File: config.mk
export PLATFORM = sky130hd
export DESIGN_NAME = fuse_reg_front
export DESIGN_NICKNAME = d
export VERILOG_FILES = /design/src/rtl/fuse_reg_pkg.sv /design/src/rtl/fuse_reg_ctrl.sv /design/src/rtl/fuse_reg_dp.sv /design/src/rtl/fuse_reg_front.sv
export SDC_FILE = /design/constraint.sdc
export NUM_CORES = 1
export LEC_CHECK = 0
export CAP_MARGIN = 20
export CORE_ASPECT_RATIO = 0.6
export CORE_MARGIN = 1
export CORE_UTILIZATION = 50
export DETAILED_ROUTE_END_ITERATION = 7
export DONT_BUFFER_PORTS = 1
export GPL_ROUTABILITY_DRIVEN = 0
export PLACE_DENSITY_LB_ADDON = 0.08
export SYNTH_ARGS = -nofsm -noshare
export SYNTH_HDL_FRONTEND = slang
export SYNTH_SLANG_ARGS = --single-unit
File: constraint.sdc
create_clock -name clk -period 1.4 [get_ports clk]
set_input_delay 0.07 -clock clk [delete_from_list [all_inputs] [get_ports clk]]
set_output_delay 0.07 -clock clk [all_outputs]
set_load 0.01 [all_outputs]
File: src/rtl/fuse_reg_pkg.sv
package fuse_reg_pkg;

  localparam int DataW = 32;

  // Decoded write strobes from control to datapath
  typedef struct packed {
    logic lockWr;
    logic statW1c;
    logic enWr;
    logic disWr;
  } regStrobe_t;

endpackage

File: src/rtl/fuse_reg_ctrl.sv
module fuse_reg_ctrl
  import fuse_reg_pkg::*;
#(
  parameter int            ADDR_W    = 8,
  parameter logic [7:0]    LOCK_ADDR = 8'h00,
  parameter logic [7:0]    STAT_ADDR = 8'h10,
  parameter logic [7:0]    EN_ADDR   = 8'h18,
  parameter logic [7:0]    DIS_ADDR  = 8'h1C,
  parameter logic [31:0]   PASSCODE  = 32'h0000DF0D
) (
  input  logic              clk,
  input  logic              rst_n,
  input  logic [ADDR_W-1:0] busAddr,
  input  logic              busWrEn,
  input  logic [DataW-1:0]  busWrData,
  output regStrobe_t        strobe,
  output logic              locked
);

  logic hitLock, hitStat, hitEn, hitDis;

  always_comb begin
    hitLock = (busAddr == ADDR_W'(LOCK_ADDR));
    hitStat = (busAddr == ADDR_W'(STAT_ADDR));
    hitEn   = (busAddr == ADDR_W'(EN_ADDR));
    hitDis  = (busAddr == ADDR_W'(DIS_ADDR));
    strobe.lockWr  = busWrEn && hitLock;
    strobe.statW1c = busWrEn && !locked && hitStat;
    strobe.enWr    = busWrEn && !locked && hitEn;
    strobe.disWr   = busWrEn && !locked && hitDis;
  end

  always_ff @(posedge clk or negedge rst_n) begin
    if (!rst_n)             locked <= 1'b1;
    else if (strobe.lockWr) locked <= (busWrData != PASSCODE);
  end


  unlock_chk: assert property (@(posedge clk) disable iff (!rst_n)
    (busWrEn && hitLock && busWrData == PASSCODE) |=> !locked);


  relock_chk: assert property (@(posedge clk) disable iff (!rst_n)
    (busWrEn && hitLock && busWrData != PASSCODE) |=> locked);


  lock_hold_chk: assert property (@(posedge clk) disable iff (!rst_n)
    !(busWrEn && hitLock) |=> $stable(locked));

endmodule

File: src/rtl/fuse_reg_dp.sv
module fuse_reg_dp
  import fuse_reg_pkg::*;
#(
  parameter int          ADDR_W    = 8,
  parameter int          NUM_SRC   = 15,
  parameter logic [7:0]  LOCK_ADDR = 8'h00,
  parameter logic [7:0]  STAT_ADDR = 8'h10,
  parameter logic [7:0]  MASK_ADDR = 8'h14
) (
  input  logic              clk,
  input  logic              rst_n,
  input  regStrobe_t        strobe,
  input  logic              locked,
  input  logic [ADDR_W-1:0] busAddr,
  input  logic [DataW-1:0]  busWrData,
  input  logic [NUM_SRC-1:0] evtPulse,
  input  logic              busErrEvt,
  output logic [DataW-1:0]  busRdData,
  output logic              irqOut
);

  localparam int PadW = DataW - 1 - NUM_SRC;
  localparam logic [DataW-1:0] ImplMask = {1'b1, {PadW{1'b0}}, {NUM_SRC{1'b1}}};

  logic [DataW-1:0] stat;
  logic [DataW-1:0] mask;
  logic [DataW-1:0] evtVec;
  logic [DataW-1:0] clrVec;

  assign evtVec = {busErrEvt, {PadW{1'b0}}, evtPulse};
  assign clrVec = strobe.statW1c ? busWrData : '0;

  // One sticky cell per implemented status bit; reserved bits tie to zero
  for (genvar b = 0; b < DataW; b++) begin : gStat
    if (ImplMask[b]) begin : gLive
      always_ff @(posedge clk or negedge rst_n) begin
        if (!rst_n) stat[b] <= 1'b0;
        else        stat[b] <= (stat[b] & ~clrVec[b]) | evtVec[b];
      end
    end else begin : gTie
      assign stat[b] = 1'b0;
    end
  end

  always_ff @(posedge clk or negedge rst_n) begin
    if (!rst_n)            mask <= ImplMask;
    else if (strobe.enWr)  mask <= mask & ~(busWrData & ImplMask);
    else if (strobe.disWr) mask <= mask | (busWrData & ImplMask);
  end

  always_ff @(posedge clk or negedge rst_n) begin
    if (!rst_n) irqOut <= 1'b0;
    else        irqOut <= |(stat & ~mask);
  end

  always_comb begin
    if (busAddr == ADDR_W'(LOCK_ADDR))      busRdData = {{(DataW-1){1'b0}}, locked};
    else if (busAddr == ADDR_W'(STAT_ADDR)) busRdData = stat;
    else if (busAddr == ADDR_W'(MASK_ADDR)) busRdData = mask;
    else                                    busRdData = '0;
  end


  rsvd_zero_chk: assert property (@(posedge clk) disable iff (!rst_n)
    ((stat & ~ImplMask) == '0) && ((mask & ~ImplMask) == '0));


  stat_hold_chk: assert property (@(posedge clk) disable iff (!rst_n)
    !strobe.statW1c |=> (($past(stat) & ~stat) == '0));


  evt_set_chk: assert property (@(posedge clk) disable iff (!rst_n)
    (|evtVec) |=> ((stat & $past(evtVec)) == $past(evtVec)));


  mask_stable_chk: assert property (@(posedge clk) disable iff (!rst_n)
    !(strobe.enWr || strobe.disWr) |=> $stable(mask));


  irq_high_chk: assert property (@(posedge clk) disable iff (!rst_n)
    (|(stat & ~mask)) |=> irqOut);


  irq_low_chk: assert property (@(posedge clk) disable iff (!rst_n)
    !(|(stat & ~mask)) |=> !irqOut);

endmodule

File: src/rtl/fuse_reg_front.sv
module fuse_reg_front
  import fuse_reg_pkg::*;
#(
  parameter int          ADDR_W    = 8,
  parameter int          NUM_SRC   = 15,
  parameter logic [31:0] PASSCODE  = 32'h0000DF0D,
  parameter logic [7:0]  LOCK_ADDR = 8'h00,
  parameter logic [7:0]  STAT_ADDR = 8'h10,
  parameter logic [7:0]  MASK_ADDR = 8'h14,
  parameter logic [7:0]  EN_ADDR   = 8'h18,
  parameter logic [7:0]  DIS_ADDR  = 8'h1C
) (
  input  logic               clk,
  input  logic               rst_n,
  input  logic [ADDR_W-1:0]  busAddr,
  input  logic               busWrEn,
  input  logic [31:0]        busWrData,
  output logic [31:0]        busRdData,
  input  logic [NUM_SRC-1:0] evtPulse,
  input  logic               busErrEvt,
  output logic               irqOut
);

  regStrobe_t strobe;
  logic       locked;

  fuse_reg_ctrl #(
    .ADDR_W(ADDR_W), .LOCK_ADDR(LOCK_ADDR), .STAT_ADDR(STAT_ADDR),
    .EN_ADDR(EN_ADDR), .DIS_ADDR(DIS_ADDR), .PASSCODE(PASSCODE)
  ) uCtrl (
    .clk(clk), .rst_n(rst_n), .busAddr(busAddr), .busWrEn(busWrEn),
    .busWrData(busWrData), .strobe(strobe), .locked(locked)
  );

  fuse_reg_dp #(
    .ADDR_W(ADDR_W), .NUM_SRC(NUM_SRC), .LOCK_ADDR(LOCK_ADDR),
    .STAT_ADDR(STAT_ADDR), .MASK_ADDR(MASK_ADDR)
  ) uDp (
    .clk(clk), .rst_n(rst_n), .strobe(strobe), .locked(locked),
    .busAddr(busAddr), .busWrData(busWrData), .evtPulse(evtPulse),
    .busErrEvt(busErrEvt), .busRdData(busRdData), .irqOut(irqOut)
  );

endmodule

# [Yosys cells after proc, flatten, opt, wreduce, memory -nomap -nowiden]
# Cells that the tools add are included.
# W data, S select, Z words.
[totals] wordCells=92 inputBits=59 ff_bits=50
[classes] n_eq_ne=5 mux=6 n_reduce_logical=9 bitwise_logic=53
[op_table] cell="$mux W32" n=6
[op_table] cell="$and A32 B32 Y32" n=2
[op_table] cell="$not A32 Y32" n=2
[op_table] cell="$eq A8 B5 Y1 const B" n=4
[op_table] cell="$ne A32 B16 Y1 const B" n=1
[op_table] cell="$or A32 B32 Y32" n=1
[op_table] cell="$reduce_or A32 Y1" n=1
[op_table] cell="$and A1 B1 Y1" n=16
[op_table] cell="$not A1 Y1" n=16
[op_table] cell="$or A1 B1 Y1" n=16
[op_table] cell="$logic_not A8 Y1" n=1
[op_table] cell="$logic_and A1 B1 Y1" n=5
[op_table] cell="$reduce_bool A2 Y1" n=1
[op_table] cell="$logic_not A1 Y1" n=1

# [Depth between registers and ports, before layout]
# Gate-level depths: netlist of run 1.
[depth] word_depth=7 ltp_mapped=6

# [Hierarchy]
# A second synthesis of run 1 with hierarchy kept.
[unflattened] hier_cells=204 hier_area_um2=1961.9
[by_module_without_submodules] module="fuse_reg_dp" instances=1 area_each_um2=1771.7 cells_each=182
[by_module_without_submodules] module="fuse_reg_ctrl" instances=1 area_each_um2=190.2 cells_each=22

# [Worst setup path after synthesis of run 1]
# OpenSTA, ideal clock, no wires.
[synth_timing] path_kind="reg2reg" startpoint="register uCtrl.locked" endpoint="register (tool-made name)" path_buffers=1 setup_time_ns=0.082 arrival_ns=1.413 stages_incl_launch_ff=6 path_slack_ns=-0.096 required_ns=1.318 synth_period_minus_slack_ns=1.496 path_cell_list="dfstp_2 nand3b_1 nor4_4 buf_6 nand2_1 mux2_4"
[synth_lines] element="start, declared" line="fuse_reg_ctrl.sv:17" source="output logic locked"
[synth_lines] element="start signal, assigned" line="fuse_reg_ctrl.sv:35" source="else if (strobe.lockWr) locked <= (busWrData != PASSCODE);"

# [Final worst setup path of run 1]
[layout_timing] startpoint="register uCtrl.locked" endpoint="register uDp.stat[8]"
[layout_between] elab_chain_len=7
[layout_rtl] element="$logic_not A1 Y1" line="fuse_reg_ctrl.sv:28" source="strobe.statW1c = busWrEn && !locked && hitStat;"
[layout_rtl] element="$logic_and A1 B1 Y1 (2 in a row)" line="fuse_reg_ctrl.sv:28"
[layout_rtl] element="$mux W32" line="fuse_reg_dp.sv:31" source="assign clrVec = strobe.statW1c ? busWrData : '0;"
[layout_rtl] element="$not A1 Y1" line="fuse_reg_dp.sv:38" source="else stat[b] <= (stat[b] & ~clrVec[b]) | evtVec[b];"
[layout_rtl] element="$and A1 B1 Y1" line="fuse_reg_dp.sv:38"
[layout_rtl] element="$or A1 B1 Y1" line="fuse_reg_dp.sv:38"
[layout_rtl] element="end signal, assigned by index" line="fuse_reg_dp.sv:38"
[layout_rtl] element="end, declared" line="fuse_reg_dp.sv:25" source="logic [DataW-1:0] stat;"
# Every way passes these cells.
# A chain may end at the register's enable or synchronous reset.

==> reports/results.txt, run 1 <==
Synth async-reset ratio = 100%
CP Class = flip-flop to flip-flop
initial antenna violation count = 0
end of the worst register-to-register path = uDp.stat[8]
Die X = 83.2 microns
area delta synth->final = 32.4%
Wirelength per Cell = 18.8 microns
Slew HR = 61.0%
VDD IR max = 0.513 mV
most frequent cells in the layout = dlygate4sd3_1 (37), nand2_2 (22), inv_1 (17), dfstp_2 (17), dfrtp_1 (17)
fin crit share = 110%
Clk pin slew, worst setup/hold paths = 60 ps
failing checks = negative setup slack
Critical Path Start = uCtrl.locked
EDFF count, synth = 0
antenna-violating nets left = 0
cells on worst reg2reg path = 6
CTS tree = built
Power Dens Cells = 749 mW/mm^2
sw frac = 23.7%
R2R Setup Slk = -140 ps
Boundary Pins = 92
Reg power frac = 53.6%
DR pass1 iterations = 4
CP Launch Type = flip-flop
final setup violation count = 32
DP HPWL = 3560 microns
CP endpoint = uDp.stat[8]
CP endpoint kind = flip-flop
most common cell after layout, fill and taps aside = dlygate4sd3_1
Seq cells post-synth = 34
switching power total = 465 uW
first-pass GRT wire length = 8240 microns
largest net degree at the start of global routing = 35
via density per instance = 5.72
Clk pwr share = 34.6%
Port Buffer Count = 0
Comb pwr share = 11.8%
Static Leak = 1.10 nW
GRT Total Usage = 26.2%
Clock Skews = 6.06 ps
non-filler cells, final = 287
number of global-route vias before repair = 1571
layout cells sized above 1 = 36.7%
synthesized cell area = 0.00198 sq mm
nets@finish = 299
Chip Height = 50.7 microns
Fmax achieved = 649 MHz
Worst R2R Start = uCtrl.locked
ant diodes = 0
# rows = 17
drc violations = 0
Worst Tran Pin Value = 583 ps
Worst EP arrival = 1710 ps
via count = 1642
Final WS setup = -142 ps
Most used DFF post-synth = dfstp_2
clock root cell = clkbuf_8
yosys warns = 0
worst min path class = primary input to flip-flop
pins over their slew limit = 0
Synth cell types = 31
RSZ-0062 raised after global routing = true
post-layout min period = 1540 ps
CTS buffer count = 5
dpl cells = 239
fillers = 280
Final Hold Viols = 0
Gate Count Post-Synth = 190
Initial Util = 53.1%
max cap viols = 0
Internal Power = 1.50 mW
global route overflow = 0
die area = 0.00422 sq mm
initial drt markers = 65
largest fanout on the critical path = 4
total wire length = 5400 microns
Worst-Skew Late Latency = 280 ps
core area = 0.00372 sq mm
Worst EP required = 1570 ps
hold_ws = 1.72 ps
TNS Setup = -2800 ps
syn avg cell area = 10.4 sq um
run status = finished, violations left
H-tree depth = 2
Post-Place Worst Slack = -104 ps
clk buf depth = 2
Seq/Total Area, Yosys = 44.1%
Clock Sinks = 34
-- cell usage after synthesis, types with 2 or more instances --
cell / n / area, sq um
a21o_1: 16 / 120
a221oi_1: 4 / 35.0
a22o_1: 15 / 131
buf_2: 2 / 10.0
buf_4: 17 / 128
clkbuf_1: 3 / 11.3
dfrtp_1: 17 / 425
dfstp_2: 17 / 447
inv_1: 17 / 63.8
mux2_2: 7 / 78.8
mux2_4: 10 / 150
nand2_1: 34 / 128
nand4_1: 3 / 18.8
nor4_1: 6 / 37.5
nor4_4: 2 / 42.5
o22ai_1: 4 / 25.0
or2_2: 2 / 12.5
-- how the worst min path moves through the flow --
stage | startpoint | to | slack [ps] | cells past startpoint
floorplan | rst_n | uDp.irqOut | -230 | 0
global placement | rst_n | uDp.stat[4] | -220 | 0
detailed placement | rst_n | uDp.stat[4] | -220 | 0
CTS | busWrData[14] | flip-flop | 1 | 2
global route | busWrData[8] | flip-flop | -0.2 | 2
finish | busWrData[14] | flip-flop | 2 | 2
-- through the flow --
stage / utilization [%] / area, sq um / total power, mW
after floorplan: - / 2040 / 1.18
after global placement: 53.9 / 2010 / 1.16
after detailed placement: 53.9 / 2010 / 1.17
after CTS: 67.4 / 2510 / 1.95
after global routing: 70.4 / 2620 / 2.04
final: 70.4 / 2620 / 1.96
-- power groups by stage --
stage / logic [mW] / registers [mW] / clock network (mW)
after floorplan: 0.127 / 1.06 / 0
after global placement: 0.0962 / 1.06 / 0
after detailed placement: 0.100 / 1.07 / 0
after CTS: 0.218 / 1.05 / 0.681
after global routing: 0.250 / 1.05 / 0.739
final: 0.232 / 1.05 / 0.679
-- cell type report --
class	count	area, sq um	area share [%]
inverters	17	63.8	2.44
flip-flops and latches	34	872	33.3
repair buffers	51	503	19.2
clock buffers	7	76.3	2.91
well taps	47	58.8	2.25
multi-input cells	131	1040	39.9
-- critical path, stage by stage, from the launching register on --
cell and delay (ps):
dfstp_2 370, nand3b_1 200, buf_4 180, nor4_4 250, buf_4 220, nand2_1 70
a21o_1 150
-- layer usage --
layer / up-vias / routed length, microns / global-route usage, %
met5: - / 0 / 0
met4: 0 / 86 / 8.33
met3: 13 / 342 / 6.58
met2: 71 / 2490 / 41.0
met1: 817 / 2480 / 35.8
li1: 741 / - / -
-- logic make-up after synthesis --
kind of cell | after synthesis | share of synthesized area, %
AO/OA/AOI/OAI | 40 | 16.1
AND/OR/NAND/NOR | 57 | 16.3
buffers and inverters | 40 | 11.3
flip-flops | 34 | 44.1
multiplexers | 18 | 12.1
other | 1 | 0.190
-- what timing repair did --
action / 4_1_cts / 5_1_grt
pin swaps: 16 / 7
hold buffers: 35 / 3
setup buffers: 0 / 1
endpoints found under the hold margin: 66 / 3
cloned: 1 / 1
setup endpoints to repair: 33 / 49
resized for setup: 22 / 19
Power figures use the tool's default switching activity.
==> run 2, diff against run 1 <==
--- a/config.mk
+++ b/config.mk
@@ -5,12 +5,12 @@
 export SDC_FILE = /design/constraint.sdc
 export NUM_CORES = 1
 export LEC_CHECK = 0
+export BUFFER_PORTS_ARGS = -buffer_cell sky130_fd_sc_hd__buf_4
 export CAP_MARGIN = 20
 export CORE_ASPECT_RATIO = 0.6
 export CORE_MARGIN = 1
 export CORE_UTILIZATION = 50
 export DETAILED_ROUTE_END_ITERATION = 7
-export DONT_BUFFER_PORTS = 1
 export GPL_ROUTABILITY_DRIVEN = 0
 export PLACE_DENSITY_LB_ADDON = 0.08
 export SYNTH_ARGS = -nofsm -noshare
==> constraint.sdc (replaced) <==
create_clock -name clk -period 2 [get_ports clk]
set_input_delay 0.1 -clock clk [delete_from_list [all_inputs] [get_ports clk]]
set_output_delay 0.1 -clock clk [all_outputs]
set_load 0.01 [all_outputs]
==> run 2 against run 1 <==
Effect of this change:
- the flow now finishes without violations
- count of clock-buffer cells in the layout shrank 1
- via count is 5.9% higher
- first-iteration DRC count decreased by 3.1%
- sequential cell count unchanged
- power fell by 24%
- combinational power down 8%
- hold slack improved by 100 ps
- final area up 6.9%
- clock power down 21%
- core utilization rose by 4.8 points
- global-route usage is 1.0 points lower
==> reports/results.txt, run 2 (synthesis results as in run 1) <==
run status = finished, final reports clean
final instance area = 0.00280 sq mm
initial drt markers = 63
ant diodes = 0
die area = 0.00422 sq mm
CP max-delay cell = or3_4
initial antenna violation count = 0
CP Launch Type = primary input
met3 GRT Util = 7.07%
Boundary Pins = 92
DR pass1 iterations = 4
first-pass GRT wire length = 7900 microns
Clock Skews = 4.28 ps
multi-input gate area in the final layout = 938 sq um
Chip Height = 50.7 microns
number of global-route vias before repair = 1599
# rows = 17
Clk pin slew, worst setup/hold paths = 70 ps
worst min path class = primary input to flip-flop
largest net degree at the start of global routing = 35
post-layout min period = 1710 ps
fin crit share = 85.4%
Worst-Skew Late Latency = 290 ps
Power Dens Cells = 531 mW/mm^2
antenna-violating nets left = 0
Clock Sinks = 34
total wire length = 5000 microns
H-tree depth = 2
via density per instance = 5.21
Fmax achieved = 585 MHz
Register Area = 872 sq um
Port Buffer Count = 75
fillers = 271
max cap viols = 0
delay-heaviest family, CP = simple AND/OR/NAND/NOR gates
final setup violation count = 0
area post-placement = 0.00253 sq mm
Static Leak = 1.27 nW
met2 usage = 35.5%
CTS buffer count = 5
core area = 0.00372 sq mm
DP HPWL = 3580 microns
Worst EP required = 1900 ps
CP Class = primary input to output pin
CTS tree = built
layout cells sized above 1 = 44.6%
Wirelength per Cell = 15.0 microns
most frequent cells in the layout = buf_4 (80), nand2_1 (34)
area delta synth->final = 41.5%
crit-path max cell delay = 430 ps
CP Cell Sequence = buf_4, or3_4, nor3_1, and2_1, buf_4, a22o_1, buf_4
nets@finish = 345
clock root cell = clkbuf_8
clk buf depth = 2
GRT Total Usage = 25.1%
VDD IR max = 0.406 mV
Worst EP arrival = 1610 ps
GRT Max-Usage Layer = met1
CP dominant cell by count = buf_4
global route overflow = 0
hold_ws = 103 ps
RSZ-0062 raised after global routing = false
largest fanout on the critical path = 6
Initial Util = 53.1%
WP buf/inv = 3
grt met1 use = 36.1%
Final Hold Viols = 0
via count = 1739
CP endpoint kind = output pin
pins over their slew limit = 0
drc violations = 0
Die X = 83.2 microns
TNS Setup = 0 ps
most common cell after layout, fill and taps aside = buf_4
[run 2: cell count changes in the layout (fill, tap and decap cells not counted), moves of 2 or more]
cell           delta
nand2_2          -22
dlygate4sd3_1    -20
buf_6             -4
clkbuf_1          -2
nand2_4           -6
buf_4            +71
nand2_1          +28
[run 2: layout make-up]
class	count	share of cell area (%)
Sequential cell	34	31.2
Clock inverter	2	0.447
Clock buffer	6	2.95
Timing Repair Buffer	97	27.5
Multi-Input combinational cell	131	33.5
Tap cell	47	2.10
Inverter	17	2.28
[run 2: final timing paths]
path / slack, ps / from / cells past startpoint / end
worst max-delay path: 290 / busAddr[1] / 7 / busRdData[2]
worst min-delay path: 100 / busWrData[31] / 3 / uDp.stat[31]
worst max register to register: 450 / uCtrl.locked / 5 / flip-flop
worst min register to register: 510 / uDp.stat[4] / 1 / uDp.stat[4]
max in group asynchronous: 1370 / rst_n / 2 / asynchronous set/reset pin
min in group asynchronous: 290 / rst_n / 2 / uDp.stat[4]
[run 2: repair_timing]
item	in CTS	in global routing
resized for setup	0	0
buffers inserted	0	0
hold endpoints to repair	33	0
hold buffers	17	0
[run 2: tightest hold or removal path: stages]
cell     delay [ps]
buf_4           120
nand2_1          50
a21o_1          100
[run 2: layer usage]
metal / share of wire, % / vias to the layer above
met5: 0 / -
met4: 1.6 / 0
met3: 5.0 / 10
met2: 43 / 58
met1: 51 / 841
li1: - / 830
[run 2: report_power, final]
part | internal, mW | total (mW) | switching, mW
registers | 0.719 | 0.735 | 0.0156
logic | 0.126 | 0.214 | 0.0884
clock network | 0.277 | 0.538 | 0.261
[run 2: through the flow]
stage | worst slack [ps] | instances | total power [mW] | util (%)
global route | 171 | 334 | 1.55 | 75.2
floorplan | 504 | 205 | 0.829 | -
CTS | 297 | 334 | 1.50 | 75.2
finish | 291 | 334 | 1.49 | 75.2
detailed placement | 296 | 309 | 0.933 | 68.1
global placement | 301 | 309 | 0.931 | 68.1
